==> src/rtl/pcb_pkg.sv <==
package pcb_pkg;
  localparam int unsigned DATA_W   = 32;
  localparam int unsigned CTRL_OFS = 0;
  localparam int unsigned CCLK_OFS = 4;
  localparam int unsigned VAL_BASE = 12;
  localparam int unsigned SEL_BASE = 64;
  localparam int unsigned EN_BIT   = 30;
  localparam int unsigned CLR_BIT  = 28;
  localparam int unsigned JOIN_MAX = 16;

  function automatic int unsigned val_ofs(input int unsigned idx);
    return VAL_BASE + 4 * idx;
  endfunction

  function automatic int unsigned sel_ofs(input int unsigned idx);
    return SEL_BASE + 4 * idx;
  endfunction
endpackage

==> src/rtl/pcb_regs.sv <==
module pcb_regs
  import pcb_pkg::*;
#(
  parameter int unsigned NUM_CNT = 8,
  parameter int unsigned EVT_W   = 4,
  parameter int unsigned ADDR_W  = 8,
  localparam int unsigned NUM_PAIR = NUM_CNT / 2
) (
  input  logic                            clk,
  input  logic                            rst_n,
  input  logic                            wr_en_i,
  input  logic [ADDR_W-1:0]               addr_i,
  input  logic [DATA_W-1:0]               wdata_i,
  output logic                            en_o,
  output logic                            clr_o,
  output logic [NUM_PAIR-1:0]             join_o,
  output logic [NUM_CNT-1:0]              cclk_o,
  output logic [NUM_CNT-1:0][EVT_W-1:0]   sel_o,
  output logic [NUM_CNT-1:0]              ld_o
);

  logic                          en_q, en_d;
  logic [NUM_PAIR-1:0]           join_q, join_d;
  logic [NUM_CNT-1:0]            cclk_q, cclk_d;
  logic [NUM_CNT-1:0][EVT_W-1:0] sel_q, sel_d;
  logic                          hit_ctrl, hit_cclk;
  logic                          unused_wdata;

  assign unused_wdata = ^wdata_i;
  assign hit_ctrl = wr_en_i && (addr_i == ADDR_W'(CTRL_OFS));
  assign hit_cclk = wr_en_i && (addr_i == ADDR_W'(CCLK_OFS));

  // Next-state decode
  always_comb begin
    en_d   = en_q;
    join_d = join_q;
    cclk_d = cclk_q;
    sel_d  = sel_q;
    ld_o   = '0;
    if (hit_ctrl) begin
      en_d   = wdata_i[EN_BIT];
      join_d = wdata_i[NUM_PAIR-1:0];
    end
    if (hit_cclk) cclk_d = wdata_i[NUM_CNT-1:0];
    for (int i = 0; i < NUM_CNT; i++) begin
      if (wr_en_i && (addr_i == ADDR_W'(sel_ofs(i)))) sel_d[i] = wdata_i[EVT_W-1:0];
      if (wr_en_i && (addr_i == ADDR_W'(val_ofs(i)))) ld_o[i] = 1'b1;
    end
  end

  // Clear is a pulse taken straight from the write; it is never stored
  assign clr_o = hit_ctrl && wdata_i[CLR_BIT];

  always_ff @(posedge clk or negedge rst_n) begin
    if (!rst_n) begin
      en_q   <= 1'b0;
      join_q <= '0;
      cclk_q <= '0;
      sel_q  <= '0;
    end else begin
      en_q   <= en_d;
      join_q <= join_d;
      cclk_q <= cclk_d;
      sel_q  <= sel_d;
    end
  end

  assign en_o   = en_q;
  assign join_o = join_q;
  assign cclk_o = cclk_q;
  assign sel_o  = sel_q;

  // enable changes only through a control write
  p_enable_only_by_ctrl_r3: assert property (@(posedge clk) disable iff (!rst_n)
    !(wr_en_i && (addr_i == ADDR_W'(CTRL_OFS))) |=> $stable(en_q));
  // join bits change only through a control write
  p_join_only_by_ctrl_r8: assert property (@(posedge clk) disable iff (!rst_n)
    !(wr_en_i && (addr_i == ADDR_W'(CTRL_OFS))) |=> $stable(join_q));
  // at most one counter is preloaded per write
  p_single_load_r10: assert property (@(posedge clk) disable iff (!rst_n)
    $onehot0(ld_o));
endmodule

==> src/rtl/pcb_counter.sv <==
module pcb_counter #(
  parameter int unsigned CNT_W = 32
) (
  input  logic             clk,
  input  logic             rst_n,
  input  logic             clr_i,
  input  logic             ld_i,
  input  logic [CNT_W-1:0] ld_val_i,
  input  logic             inc_i,
  output logic [CNT_W-1:0] cnt_o,
  output logic             wrap_o
);

  logic [CNT_W-1:0] cnt_q, cnt_d;
  logic             cnt_en;

  // Priority: clear, then preload, then increment
  assign cnt_en = clr_i || ld_i || inc_i;

  always_comb begin
    cnt_d = cnt_q;
    if (clr_i)      cnt_d = '0;
    else if (ld_i)  cnt_d = ld_val_i;
    else if (inc_i) cnt_d = cnt_q + CNT_W'(1);
  end

  always_ff @(posedge clk or negedge rst_n) begin
    if (!rst_n)      cnt_q <= '0;
    else if (cnt_en) cnt_q <= cnt_d;
  end

  assign cnt_o  = cnt_q;
  assign wrap_o = inc_i && !clr_i && !ld_i && (&cnt_q);

  // clear wins over everything
  p_clear_wins_r4: assert property (@(posedge clk) disable iff (!rst_n)
    clr_i |=> (cnt_q == '0));
  // an increment adds exactly one
  p_step_one_r2: assert property (@(posedge clk) disable iff (!rst_n)
    (inc_i && !clr_i && !ld_i) |=> (cnt_q == $past(cnt_q) + CNT_W'(1)));
  // idle counters hold
  p_hold_idle_r3: assert property (@(posedge clk) disable iff (!rst_n)
    (!inc_i && !clr_i && !ld_i) |=> $stable(cnt_q));
  // wrap lands on zero
  p_wrap_zero_r7: assert property (@(posedge clk) disable iff (!rst_n)
    wrap_o |=> (cnt_q == '0));
endmodule

==> src/rtl/pcb_readback.sv <==
module pcb_readback
  import pcb_pkg::*;
#(
  parameter int unsigned NUM_CNT = 8,
  parameter int unsigned EVT_W   = 4,
  parameter int unsigned ADDR_W  = 8,
  localparam int unsigned NUM_PAIR = NUM_CNT / 2
) (
  input  logic                            clk,
  input  logic                            rst_n,
  input  logic                            rd_en_i,
  input  logic [ADDR_W-1:0]               addr_i,
  input  logic [NUM_CNT-1:0][DATA_W-1:0]  cnt_i,
  input  logic                            en_i,
  input  logic [NUM_PAIR-1:0]             join_i,
  input  logic [NUM_CNT-1:0]              cclk_i,
  input  logic [NUM_CNT-1:0][EVT_W-1:0]   sel_i,
  output logic [DATA_W-1:0]               rdata_o
);

  logic [NUM_PAIR-1:0][DATA_W-1:0] hi_q, hi_d;
  logic [NUM_PAIR-1:0]             lat_hit;
  logic [DATA_W-1:0]               rd_mux, rdata_q;

  // Word selection by offset; unmapped offsets give zero
  always_comb begin
    rd_mux = '0;
    if (addr_i == ADDR_W'(CTRL_OFS)) begin
      rd_mux[EN_BIT]         = en_i;
      rd_mux[NUM_PAIR-1:0]   = join_i;
    end
    if (addr_i == ADDR_W'(CCLK_OFS)) rd_mux[NUM_CNT-1:0] = cclk_i;
    for (int j = 0; j < NUM_PAIR; j++) begin
      if (addr_i == ADDR_W'(val_ofs(2 * j)))     rd_mux = cnt_i[2*j];
      if (addr_i == ADDR_W'(val_ofs(2 * j + 1))) rd_mux = join_i[j] ? hi_q[j] : cnt_i[2*j+1];
    end
    for (int i = 0; i < NUM_CNT; i++) begin
      if (addr_i == ADDR_W'(sel_ofs(i))) rd_mux[EVT_W-1:0] = sel_i[i];
    end
  end

  // High-word capture on low-word reads of joined pairs
  always_comb begin
    hi_d = hi_q;
    for (int j = 0; j < NUM_PAIR; j++) begin
      lat_hit[j] = rd_en_i && join_i[j] && (addr_i == ADDR_W'(val_ofs(2 * j)));
      if (lat_hit[j]) hi_d[j] = cnt_i[2*j+1];
    end
  end

  always_ff @(posedge clk or negedge rst_n) begin
    if (!rst_n) begin
      hi_q    <= '0;
      rdata_q <= '0;
    end else begin
      hi_q <= hi_d;
      if (rd_en_i) rdata_q <= rd_mux;
    end
  end

  assign rdata_o = rdata_q;

  // the captured high word moves only on a low-word read
  for (genvar j = 0; j < NUM_PAIR; j++) begin : g_hi_chk
    p_hi_hold_r9: assert property (@(posedge clk) disable iff (!rst_n)
      !lat_hit[j] |=> $stable(hi_q[j]));
  end
  // read data changes only after a read strobe
  p_rdata_hold_r6: assert property (@(posedge clk) disable iff (!rst_n)
    !rd_en_i |=> $stable(rdata_q));
endmodule

==> src/rtl/perf_counter_bank.sv <==
module perf_counter_bank
  import pcb_pkg::*;
#(
  parameter int unsigned NUM_CNT = 8,
  parameter int unsigned NUM_EVT = 16,
  parameter int unsigned ADDR_W  = 8,
  localparam int unsigned NUM_PAIR = NUM_CNT / 2,
  localparam int unsigned EVT_W    = (NUM_EVT > 1) ? $clog2(NUM_EVT) : 1
) (
  input  logic                clk,
  input  logic                rst_n,
  input  logic                bus_wr_i,
  input  logic                bus_rd_i,
  input  logic [ADDR_W-1:0]   bus_addr_i,
  input  logic [DATA_W-1:0]   bus_wdata_i,
  output logic [DATA_W-1:0]   bus_rdata_o,
  input  logic [NUM_EVT-1:0]  event_i
);

  logic                           en_w, clr_w;
  logic [NUM_PAIR-1:0]            join_w;
  logic [NUM_CNT-1:0]             cclk_w, ld_w, inc_w, wrap_w;
  logic [NUM_CNT-1:0][EVT_W-1:0]  sel_w;
  logic [NUM_CNT-1:0][DATA_W-1:0] cnt_w;

  pcb_regs #(.NUM_CNT(NUM_CNT), .EVT_W(EVT_W), .ADDR_W(ADDR_W)) u_regs (
    .clk(clk), .rst_n(rst_n), .wr_en_i(bus_wr_i), .addr_i(bus_addr_i),
    .wdata_i(bus_wdata_i), .en_o(en_w), .clr_o(clr_w), .join_o(join_w),
    .cclk_o(cclk_w), .sel_o(sel_w), .ld_o(ld_w)
  );

  for (genvar j = 0; j < NUM_PAIR; j++) begin : g_pair
    localparam int unsigned LO = 2 * j;
    localparam int unsigned HI = 2 * j + 1;

    assign inc_w[LO] = en_w && (cclk_w[LO] || event_i[sel_w[LO]]);
    // Joined odd half counts only the carry out of the even half
    assign inc_w[HI] = join_w[j] ? wrap_w[LO]
                                 : (en_w && (cclk_w[HI] || event_i[sel_w[HI]]));

    pcb_counter #(.CNT_W(DATA_W)) u_lo (
      .clk(clk), .rst_n(rst_n), .clr_i(clr_w), .ld_i(ld_w[LO]), .ld_val_i(bus_wdata_i),
      .inc_i(inc_w[LO]), .cnt_o(cnt_w[LO]), .wrap_o(wrap_w[LO])
    );
    pcb_counter #(.CNT_W(DATA_W)) u_hi (
      .clk(clk), .rst_n(rst_n), .clr_i(clr_w), .ld_i(ld_w[HI]), .ld_val_i(bus_wdata_i),
      .inc_i(inc_w[HI]), .cnt_o(cnt_w[HI]), .wrap_o(wrap_w[HI])
    );

    // carry into a joined odd half
    p_carry_in_r8: assert property (@(posedge clk) disable iff (!rst_n)
      (join_w[j] && wrap_w[LO] && !clr_w && !ld_w[HI])
        |=> (cnt_w[HI] == $past(cnt_w[HI]) + DATA_W'(1)));
    // joined odd half ignores its own event while no carry arrives
    p_odd_quiet_r8: assert property (@(posedge clk) disable iff (!rst_n)
      (join_w[j] && !wrap_w[LO] && !clr_w && !ld_w[HI]) |=> $stable(cnt_w[HI]));
    // unjoined wrap never touches the neighbour without its own cause
    p_no_carry_r7: assert property (@(posedge clk) disable iff (!rst_n)
      (!join_w[j] && wrap_w[LO] && !inc_w[HI] && !clr_w && !ld_w[HI])
        |=> $stable(cnt_w[HI]));
  end

  pcb_readback #(.NUM_CNT(NUM_CNT), .EVT_W(EVT_W), .ADDR_W(ADDR_W)) u_rd (
    .clk(clk), .rst_n(rst_n), .rd_en_i(bus_rd_i), .addr_i(bus_addr_i),
    .cnt_i(cnt_w), .en_i(en_w), .join_i(join_w), .cclk_i(cclk_w), .sel_i(sel_w),
    .rdata_o(bus_rdata_o)
  );
endmodule

==> config.mk <==
export PLATFORM = sky130hd
export DESIGN_NAME = perf_counter_bank
export DESIGN_NICKNAME = d
export VERILOG_FILES = /design/src/rtl/pcb_pkg.sv /design/src/rtl/pcb_regs.sv /design/src/rtl/pcb_counter.sv /design/src/rtl/pcb_readback.sv /design/src/rtl/perf_counter_bank.sv
export SDC_FILE = /design/constraint.sdc
export NUM_CORES = 1
export LEC_CHECK = 0
export ABC_AREA = 1
export BUFFER_PORTS_ARGS = -buffer_cell sky130_fd_sc_hd__buf_2
export CAP_MARGIN = 0
export CORE_ASPECT_RATIO = 0.5
export CORE_MARGIN = 4
export CORE_UTILIZATION = 50
export CTS_CLUSTER_DIAMETER = 100
export DETAILED_ROUTE_END_ITERATION = 7
export GPL_ROUTABILITY_DRIVEN = 0
export PLACE_DENSITY = 0.67
export SYNTH_ARGS = -nofsm -noshare
export SYNTH_HDL_FRONTEND = slang
export SYNTH_SLANG_ARGS = --single-unit
export TNS_END_PERCENT = 10
==> constraint.sdc <==
create_clock -name clk -period 2.5 [get_ports clk]
set_clock_uncertainty 0.1 [all_clocks]
set_input_delay 0.5 -clock clk [delete_from_list [all_inputs] [get_ports clk]]
set_output_delay 0.5 -clock clk [all_outputs]
set_load 0.1 [all_outputs]
## After elaboration in Yosys (flattened, before gate mapping)

Index checks and enable logic that the tools add are counted.

- Flip-flop bits (word level): 461

- Add/subtract/negate cells: 8
- Order comparisons: 8
- Equality and inequality tests: 17
- Muxes and demuxes: 75
- Reductions and logical operators: 97

Operators by type and width:

| cell | count |
|---|---|
| $mux W32 | 36 |
| $add A32 B1 Y32 const B | 8 |
| $reduce_and A32 Y1 | 4 |
| $eq A8 B7 Y1 const B | 8 |
| $logic_and A1 B1 Y1 | 47 |
| $lt A4 B5 Y1 const B | 8 |
| $mux W4 | 9 |
| $bmux W1 S4 | 8 |
| $eq A8 B5 Y1 const B | 4 |
| $eq A8 B6 Y1 const B | 3 |
| $logic_or A1 B1 Y1 | 24 |
| $reduce_bool A3 Y1 | 8 |
| $mux W1 | 21 |
| $reduce_and A2 Y1 | 8 |
| $eq A8 B3 Y1 const B | 1 |
| $eq A8 B4 Y1 const B | 1 |
| $logic_not A8 Y1 | 1 |
| $mux W8 | 1 |
| $logic_not A1 Y1 | 5 |

## Logic depth before layout (Yosys ltp)

Gate-level depths: netlist (run 1).

- Depth in word-level cells: 19
- Gate-level depth with buffers: 16
- Depth with buffers taken out: 15

## Cells and area by module

Synthesis (run 1) repeated with hierarchy kept, for this count alone.

- Cell total of the unflattened synthesis: 5346
- Area total of the unflattened synthesis: 33324.5 sq um

Modules (own cells, without submodules):

| module | instances | cells an instance | area an instance (sq um) | seq. area each (sq um) |
|---|---|---|---|---|
| pcb_counter | 8 | 422 | 2511.2 | 800.8 |
| pcb_readback | 1 | 1364 | 9549.2 | 4003.8 |
| pcb_regs | 1 | 269 | 2175.8 | 1126.1 |
| perf_counter_bank | 1 | 337 | 1510.2 | 0.0 |

## Worst setup path before layout (run 1)

Ideal clock, no wire load.

- Path type: input -> register
- Start: in bus_wr_i
- End: reg g_pair[0].u_hi.cnt_q[11]
- Arrival: 2.037 ns
- Path slack: 0.232 ns
- Stages: 11
- Cell sequence: buf_2 > inv_4 > nor3_4 > nand2_2 > buf_4 > nand2_4 > a31oi_1 > nand2_4 > nand2_4 > buf_6 > o22ai_2

- Word-level cells in the longest chain between the ends: 9
- Elaborated cells on any way between the ends: 18
- Those cells by class: mux (5); reduce/logical (13)

RTL lines:

| element | RTL line | text |
|---|---|---|
| from (decl) | perf_counter_bank.sv:12 | `input logic bus_wr_i,` |
| $logic_and A1 B1 Y1 | pcb_regs.sv:30 | `assign hit_ctrl = wr_en_i && (addr_i == ADDR_W'(CTRL_OFS));` |
| $logic_and A1 B1 Y1 | pcb_regs.sv:52 | `assign clr_o = hit_ctrl && wdata_i[CLR_BIT];` |
| $logic_not A1 Y1 | - |  |
| $logic_and A1 B1 Y1 (3 in series) | pcb_counter.sv:33 | `assign wrap_o = inc_i && !clr_i && !ld_i && (&cnt_q);` |
| $mux W1 | perf_counter_bank.sv:38 | `assign inc_w[HI] = join_w[j] ? wrap_w[LO]` |
| $reduce_bool A3 Y1 (no line) or $logic_or A1 B1 Y1 (tied branches) | - |  |
| $reduce_and A2 Y1 (no line) | - |  |
| to (signal assigned) | pcb_counter.sv:29 | `else if (cnt_en) cnt_q <= cnt_d;` |
| to (decl) | pcb_counter.sv:14 | `logic [CNT_W-1:0] cnt_q, cnt_d;` |

Several ways; a longest one is shown, not always the timed one.
A chain may end at the register's enable or synchronous reset.

## Worst setup path after layout (run 1)

- Start: reg g_pair[0].u_lo.cnt_q[1]
- End: reg g_pair[0].u_hi.cnt_q[12]

- Word-level cells in the longest chain between the ends: 5
- Elaborated cells on any way between the ends: 6
- Those cells by class: mux (1); reduce/logical (5)

RTL lines:

| element | RTL line |
|---|---|
| from (decl) | pcb_counter.sv:14 |
| from (signal assigned) | pcb_counter.sv:29 |
| $reduce_and A32 Y1 (*) | pcb_counter.sv:33 |
| $logic_and A1 B1 Y1 (*) | pcb_counter.sv:33 |
| $mux W1 (*) | perf_counter_bank.sv:38 |
| $reduce_bool A3 Y1 (no line) or $logic_or A1 B1 Y1 (tied branches) | - |
| $reduce_and A2 Y1 (no line) (*) | - |

Every way passes the cells marked *; elsewhere a longest branch is shown, timed or not.

==> results.md, run 1 <==
- HP Class: in -> reg
- Final Setup Violations: 48
- Clock sinks: about 460
- Nets: 4371
- Count leader, synth: nand2_1
- WP data arrival: 2.95 ns
- Seq pwr share: 0.385
- Worst-path cell chain: ha_2 -> nand2_2 -> nor2_4 -> nand3_4 -> nor2_4 -> nand2_4 -> nor2_4 -> nand3_4 -> nor3_4 -> nand4_1 -> nand2_4 -> buf_6 -> buf_6 -> o22ai_2
- Overall die width: 352 um
- Crit share post-route: 1.03
- Post-synth top cells: nand2_1, o21ai_0, dfrtp_1
- Die Area: about 0.063 mm^2
- Register area share after synthesis: 0.390
- GRT overflow: 0
- Logic pwr share: 0.342
- Share of cells above drive strength 1: 0.182
- CTS tree: yes
- Instance area after placement: roughly 0.033 mm^2
- Largest net degree at the start of global routing: between 80 and 90
- Remaining DRCs: 0
- Detailed Place HPWL: about 86000 um
- Fin. Hold Viols: 0
- I/O Buffers: a little over 90
- Max incr delay on CP: about 0.36 ns
- Synth area leader: dfrtp_1
- Rel. slew slack: 0.500
- Count of different cell masters after synthesis: 56
- P_int: approximately 17000 uW
- Mapped Nets: roughly 4.1k
- Fin Hold WS: around 0.045 ns
- Number of fill cells: between 5k and 6k
- Post-Syn Area: 0.0296 mm^2
- Max Fclk: between 300 and 400 MHz
- Worst-Margin Slew: around 0.75 ns
- MaxCap Viol Count: 0
- Worst setup SP type: flop
- Net Sw Power: 11000 uW
- Hold Path Stages: 3
- Final setup margin: -0.0837 ns
- Total GRT Usage: 0.349
- Cts bufs inserted: 46
- First-pass GRT wire length: about 170000 um
- Drt total wl: around 120000 um
- Vias per inst: between 6 and 7
- Post-DRT Antenna Nets: 0
- Initial drt markers: about 5.0k
- Post-Syn Instances: about 4k
- Pre-CTS setup slack: -0.347 ns
- Area growth syn-to-layout: 19.7%
- Setup TNS: -1.79 ns
- Minimum clock period: approximately 2.6 ns
- RSZ-0062 raised after global routing: yes
- Yosys warning count: 0
- Top-area cell type share of the netlist area: 0.390
- Floorplan row count: 62
- Failing checks: setup timing
- Crit path kind: reg -> reg
- FF-to-FF path depth: 14
- Crit Path Max Fanout: 6
- Setup crit end kind: flop
- Cell mode on critical path: nor2_4
- Ys async rst share: 1.00
- Via count: between 30k and 40k
- Mean Syn Cell Area: ~7.3 um^2
- Max VDD drop: 0.628 mV
- Top FF cell, synth: dfrtp_1
- Die Y: 180 um
- Maximum clock insertion buffer count: 3
- Clk_lat worst skew: a little under 0.6 ns
- Final Cell Area: between 0.03 and 0.04 mm^2
- Slowest cell on crit path: dfrtp_1
- Net switching share of the total power: 0.392
- Clock power share: 0.273
- Leakage Power: around 0.016 uW
- Cells taking the most area after synthesis: dfrtp_1, nand2_1, o21ai_0
- Initial antenna violation count: 6
- Worst Path Required: between 2 and 3 ns
- Top-level port count: 92
- #FFs+latches synth: roughly 460
- Worst-path clk slew: around 0.07 ns
- Vias in the first global route: ~28k
- Post-synth EDFFs: 0
- Root Driver: clkbuf_16
- Max Slew Vio Count: 0
- Starting Density: 0.511
- Pwr Total: 28100 uW
- Detailed-route wire length per cell: 22.7 um
- Core area: approximately 0.058 mm^2
- H-tree depth: 2
- Status: finished, violations left
- Drt first pass iters: 7
- Pwr Density: about 800 mW/mm^2
==> per-layer routing <==
metal	share of wire	wire, um	track usage
met1	0.42	48800	0.521
met2	0.40	46800	0.488
met5	0.00021	24	0
met4	0.033	3780	0.101
met3	0.15	16900	0.101
==> registers in the layout (all words and copies together), names as in the netlist <==
register and flops:
u_regs.join_o 4, u_rd.rdata_o 32, u_regs.sel_o 32, g_pair.u_lo.cnt_o 128
g_pair.u_hi.cnt_o 128, u_regs.cclk_o 8, u_regs.en_o 1, u_rd.hi_q 128
==> worst max-delay path: cells and delay by family, from the launching register on <==
family                   cells  cell delay (ns)
adder cells (fa/ha/maj)      1             0.19
AO/OA/AOI/OAI                1             0.07
buffers and inverters        2             0.24
flip-flops                   1             0.36
AND/OR/NAND/NOR             10             1.48
==> worst paths after layout <==
check	startpoint	endpoint	slack, ns
max	g_pair[0].u_lo.cnt_o[1]	g_pair[0].u_hi.cnt_o[12]	-0.08
max in group asynchronous	rst_n	u_rd.hi_q[123]	1.13
min in group asynchronous	rst_n	u_rd.hi_q[39]	0.31
max reg2reg	g_pair[0].u_lo.cnt_o[1]	g_pair[0].u_hi.cnt_o[12]	-0.08
min reg2reg	u_rd.rdata_o[28]	u_rd.rdata_o[28]	0.38
min	bus_wdata_i[0]	u_regs.join_o[0]	0.04
==> cells by family (layout without fill, tap and decap cells) <==
| logic type | Yosys count | in the layout | share of synthesized area |
|---|---|---|---|
| xor gates and xnor gates | 159 | 159 | 0.0470 |
| buffers and inverters | 633 | 939 | 0.0863 |
| other | 0 | 5 | 0 |
| and+or+nand+nor | 1676 | 1676 | 0.253 |
| DFF | 461 | 461 | 0.390 |
| muxes | 2 | 2 | 0.000760 |
| AOI/OAI and AO/OA | 1095 | 1095 | 0.220 |
| adders and majority gates | 8 | 8 | 0.00338 |
==> power groups by stage <==
stage / Sequential, uW / Combinational, uW / Clock, uW
after global routing: 11000 / 10600 / 8000
after global placement: 10700 / 8700 / 0
after floorplan: 10500 / 6130 / 0
after CTS: 10700 / 9060 / 7670
after detailed placement: 10800 / 8970 / 0
final: 10800 / 9600 / 7660
==> stage by stage <==
step                cells  utilization
global placement     4991        0.568
finish               5113        0.612
detailed placement   4991        0.568
global route         5108        0.612
floorplan            4034            -
CTS                  5083        0.598
==> layout by cell type, fill, tap and decap left out, types with 8 or more instances in the layout <==
master       n
buf_4      271
dfrtp_1    449
nand4_1    102
inv_1      376
nand2_1    951
o21bai_1    10
a31oi_1     20
nor3_2      18
a22oi_1     17
nand3_1    113
o2111ai_1   15
inv_2       48
or2_2        9
buf_12      45
nand2_2     27
o22ai_1     65
o211ai_1    85
buf_6        8
clkbuf_1    12
nand3_2     12
buf_2       90
dfrtp_2     12
o22ai_2     55
clkbuf_8    11
a211oi_1    17
nand3b_1    15
clkbuf_16   55
nor2_4      31
nor3_1      71
xor2_1     159
nor2_1     239
o21ai_1     67
a21oi_1    111
nand2_4     12
nor2_2      25
nor4_1      29
o221ai_1    24
o21ai_0    579
==> layout make-up <==
cell class	instances	area [um^2]	area share
Tap cell	768	961	0.0271
Clock buffer	72	1420	0.0401
Sequential cell	461	11600	0.326
Timing Repair Buffer	424	3690	0.104
Multi-Input combinational cell	2940	16000	0.451
Clock inverter	13	196	0.00554
Antenna cell	5	12.5	0.000353
Inverter	430	1620	0.0458
==> timing repair <==
item | in CTS | in global routing
hold endpoints to repair | 26 | 0
pin swaps | 5 | 30
resized for setup | 10 | 124
buffers inserted | 5 | 18
gates cloned | 1 | 7
hold buffers | 1 | 0
setup endpoints to repair | 37 | 238
Note: power is estimated with default switching activity, not from simulation.
==> run 2, diff against run 1 <==
Settings changed: ABC_CLOCK_PERIOD_IN_PS set to 2900, PLACE_DENSITY 0.67 to 0.66.
Clock period 2.5 ns to 2.9 ns, I/O delays scaled along.
==> results.md, run 2 (same netlist as run 1, synthesis figures left out) <==
- Drt first pass iters: 8 (+1)
- Net Sw Power: 9130 uW (-17%)
- FF-to-FF path depth: 14 (unchanged)
- Worst setup path end: g_pair[1].u_hi.cnt_o[18]
- Clock power share: 0.272 (about the same)
- Seq pwr share: 0.406 (+0.021)
- Crit share post-route: 0.960 (-0.0732)
- RR Endpoint: g_pair[1].u_hi.cnt_o[18]
- Worst-Margin Slew: 0.938 ns (+0.188 ns)
- H-tree depth: 2 (unchanged)
- Via count: 30.2k (-4.2%)
- Die Area: 0.0634 mm^2 (unchanged)
- Drt total wl: 113000 um (-3.1%)
- Post-route insts no fill: 4918 (-3.8%)
- Max Fclk: 359 MHz (-7.2%)
- Vias per inst: 6.15 (-0.43%)
- Post-DRT Antenna Nets: 0 (unchanged)
- Worst Path Required: 3.32 ns (+0.46 ns)
- Crit Path Max Fanout: 40 (+34)
- Floorplan row count: 62 (unchanged)
- Status: finished, violations left
- Detailed-route wire length per cell: 22.9 um (+0.78%)
- Post-Place Cells: 4829 (-3.2%)
- Top-level port count: 92 (unchanged)
- Initial antenna violation count: 9 (+3)
- Failing checks: DRC
- GRT overflow: 0 (unchanged)
- RSZ-0062 raised after global routing: yes
- Commonest non-fill, non-tap cells in the layout: nand2_1, o21ai_0, dfrtp_1
- Crit path kind: reg -> reg
- P_int: 13900 uW (-19%)
- Fin util: 0.569 (-0.0428)
- Slowest cell on crit path: dfrtp_1
- I/O Buffers: 91 (unchanged)
- Logic pwr share: 0.322 (-0.020)
- Net switching share of the total power: 0.397 (+0.00502)
- Area growth syn-to-layout: 11.4%
- Pwr Density: 698 mW/mm^2 (-12%)
- Worst-path clk slew: 0.07 ns (about the same)
- Cts bufs inserted: 46 (unchanged)
- Hold Path Stages: 3 (unchanged)
- Core area: 0.0579 mm^2 (unchanged)
- Worst flop-to-flop path startpoint: g_pair[1].u_lo.cnt_o[1]
- Number of fill cells: 5493 (+7.7%)
- Max Slew Vio Count: 0 (unchanged)
- Root Driver: clkbuf_16
- Starting Density: 0.511 (unchanged)
- Rel. slew slack: 0.374 (-0.126)
- MaxCap Viol Count: 0 (unchanged)
- Nets: 4178 (-4.4%)
- Flop-to-flop setup slack: 0.12 ns (+0.20 ns)
- Maximum clock insertion buffer count: 3 (unchanged)
- Die Y: 180 um (unchanged)
- Max incr delay on CP: 0.39 ns (+0.03 ns)
- Minimum clock period: 2.78 ns (+0.201 ns)
- Cell mode on critical path: nand4_1
- Fin. Hold Viols: 0 (unchanged)
- First-pass GRT wire length: 170000 um (-1.5%)
- CTS tree: yes
- Multi-input logic area: 0.0156 mm^2 (-2.7%)
- Vias in the first global route: 27.3k (-4.0%)
- Overall die width: 352 um (unchanged)
- FF+latch area: 0.0115 mm^2 (-0.12%)
- HP Class: in -> reg
- Worst setup SP type: flop
- Commonest non-fill, non-tap cell in the layout: nand2_1
- Postcts setup bufs: 0 (-5)
- Worst setup startpoint: g_pair[1].u_lo.cnt_o[1]
- Worst Path Buf+Inv: 3 (+1)
- Final Setup Violations: 0 (-100%)
- Detailed Place HPWL: 83500 um (-2.5%)
- Leakage Power: 0.0150 uW (-7.8%)
- Setup crit end kind: flop
- Max VDD drop: 0.466 mV (-26%)
- Initial drt markers: 4585 (-7.9%)
- Largest net degree at the start of global routing: 76 (-14%)
- Remaining DRCs: 3 (+3)
- Share of cells above drive strength 1: 0.125 (-0.0574)
- Clk_lat worst skew: 0.60 ns (about the same)
- CP top delay family: simple AND/OR/NAND/NOR gates
- Worst-path cell chain: ha_1 -> nand3_1 -> inv_1 -> nand2_1 -> nor2_1 -> inv_2 -> nor2_4 -> nand4_1 -> nor2_2 -> nand4_1 -> nand2_2 -> buf_12 -> nand4_1 -> o21ai_1
- WP depth: 14 (unchanged)
- Clock sinks: 461 (unchanged)
- Total GRT Usage: 0.346 (-0.00323)
- WP data arrival: 3.20 ns (+0.25 ns)
-- run 2: changes by cell type in the layout (fill, tap and decap cells not counted), sizes merged --
cell	change
bufinv	-1
diode	+4
inv	+1
clkinv	-2
clkinvlp	+2
clkbuf	-12
buf	-187
-- run 2: cell type report --
cell class | count | share of cell area
Antenna cell | 9 | 0.000683
Clock buffer | 66 | 0.0396
Clock inverter | 13 | 0.00535
Inverter | 430 | 0.0492
Multi-Input combinational cell | 2940 | 0.472
Sequential cell | 461 | 0.350
Tap cell | 768 | 0.0291
Timing Repair Buffer | 231 | 0.0544
-- run 2: tightest hold or removal path: stages --
cell and delay [ns]:
buf_2 0.11, nand2_1 0.05, o21ai_0 0.06
-- run 2: worst min-delay path by stage --
stage	slack [ns]	endpoint	from
global placement	0.36	u_rd.rdata_o[0]	u_rd.rdata_o[0]
finish	0.15	u_regs.join_o[1]	bus_wdata_i[1]
CTS	0.13	u_regs.join_o[1]	bus_wdata_i[1]
global route	0.16	u_regs.join_o[1]	bus_wdata_i[1]
floorplan	0.18	g_pair[0].u_hi.cnt_o[0]	rst_n
detailed placement	0.36	u_rd.rdata_o[0]	u_rd.rdata_o[0]
-- run 2: power by group through the flow --
stage | sequential (uW) | clock (uW) | combinational [uW]
CTS | 9260 | 6280 | 7240
finish | 9340 | 6260 | 7410
detailed placement | 9340 | 0 | 7190
global route | 9490 | 6570 | 8270
global placement | 9320 | 0 | 7050
floorplan | 9040 | 0 | 5280
-- run 2: stage by stage --
step           area [um^2]  power [uW]  TNS (ns)  setup WS (ns)  hold slack (ns)
6_report             33000       23000         0          0.115            0.148
5_1_grt              33000       24300   -0.0217        -0.0217            0.156
4_1_cts              32900       22800         0          0.127            0.128
3_5_place_dp         31500       16500    -0.274         -0.119            0.361
3_3_place_gp         31500       16400    -0.292         -0.146            0.359
2_1_floorplan        29600       14300         0          0.552            0.184
-- run 2: per-layer routing --
layer  share of wire  global-route usage
met5          0.0012                   0
met4           0.026              0.0788
met3            0.15               0.109
met2            0.40               0.475
met1            0.43               0.525
-- run 2: repair_timing --
| action | 4_1_cts | 5_1_grt |
|---|---|---|
| gates resized for setup | 0 | 3 |
| setup endpoints to repair | 0 | 15 |
| hold endpoints to repair | 38 | 0 |
| hold buffers | 1 | 0 |
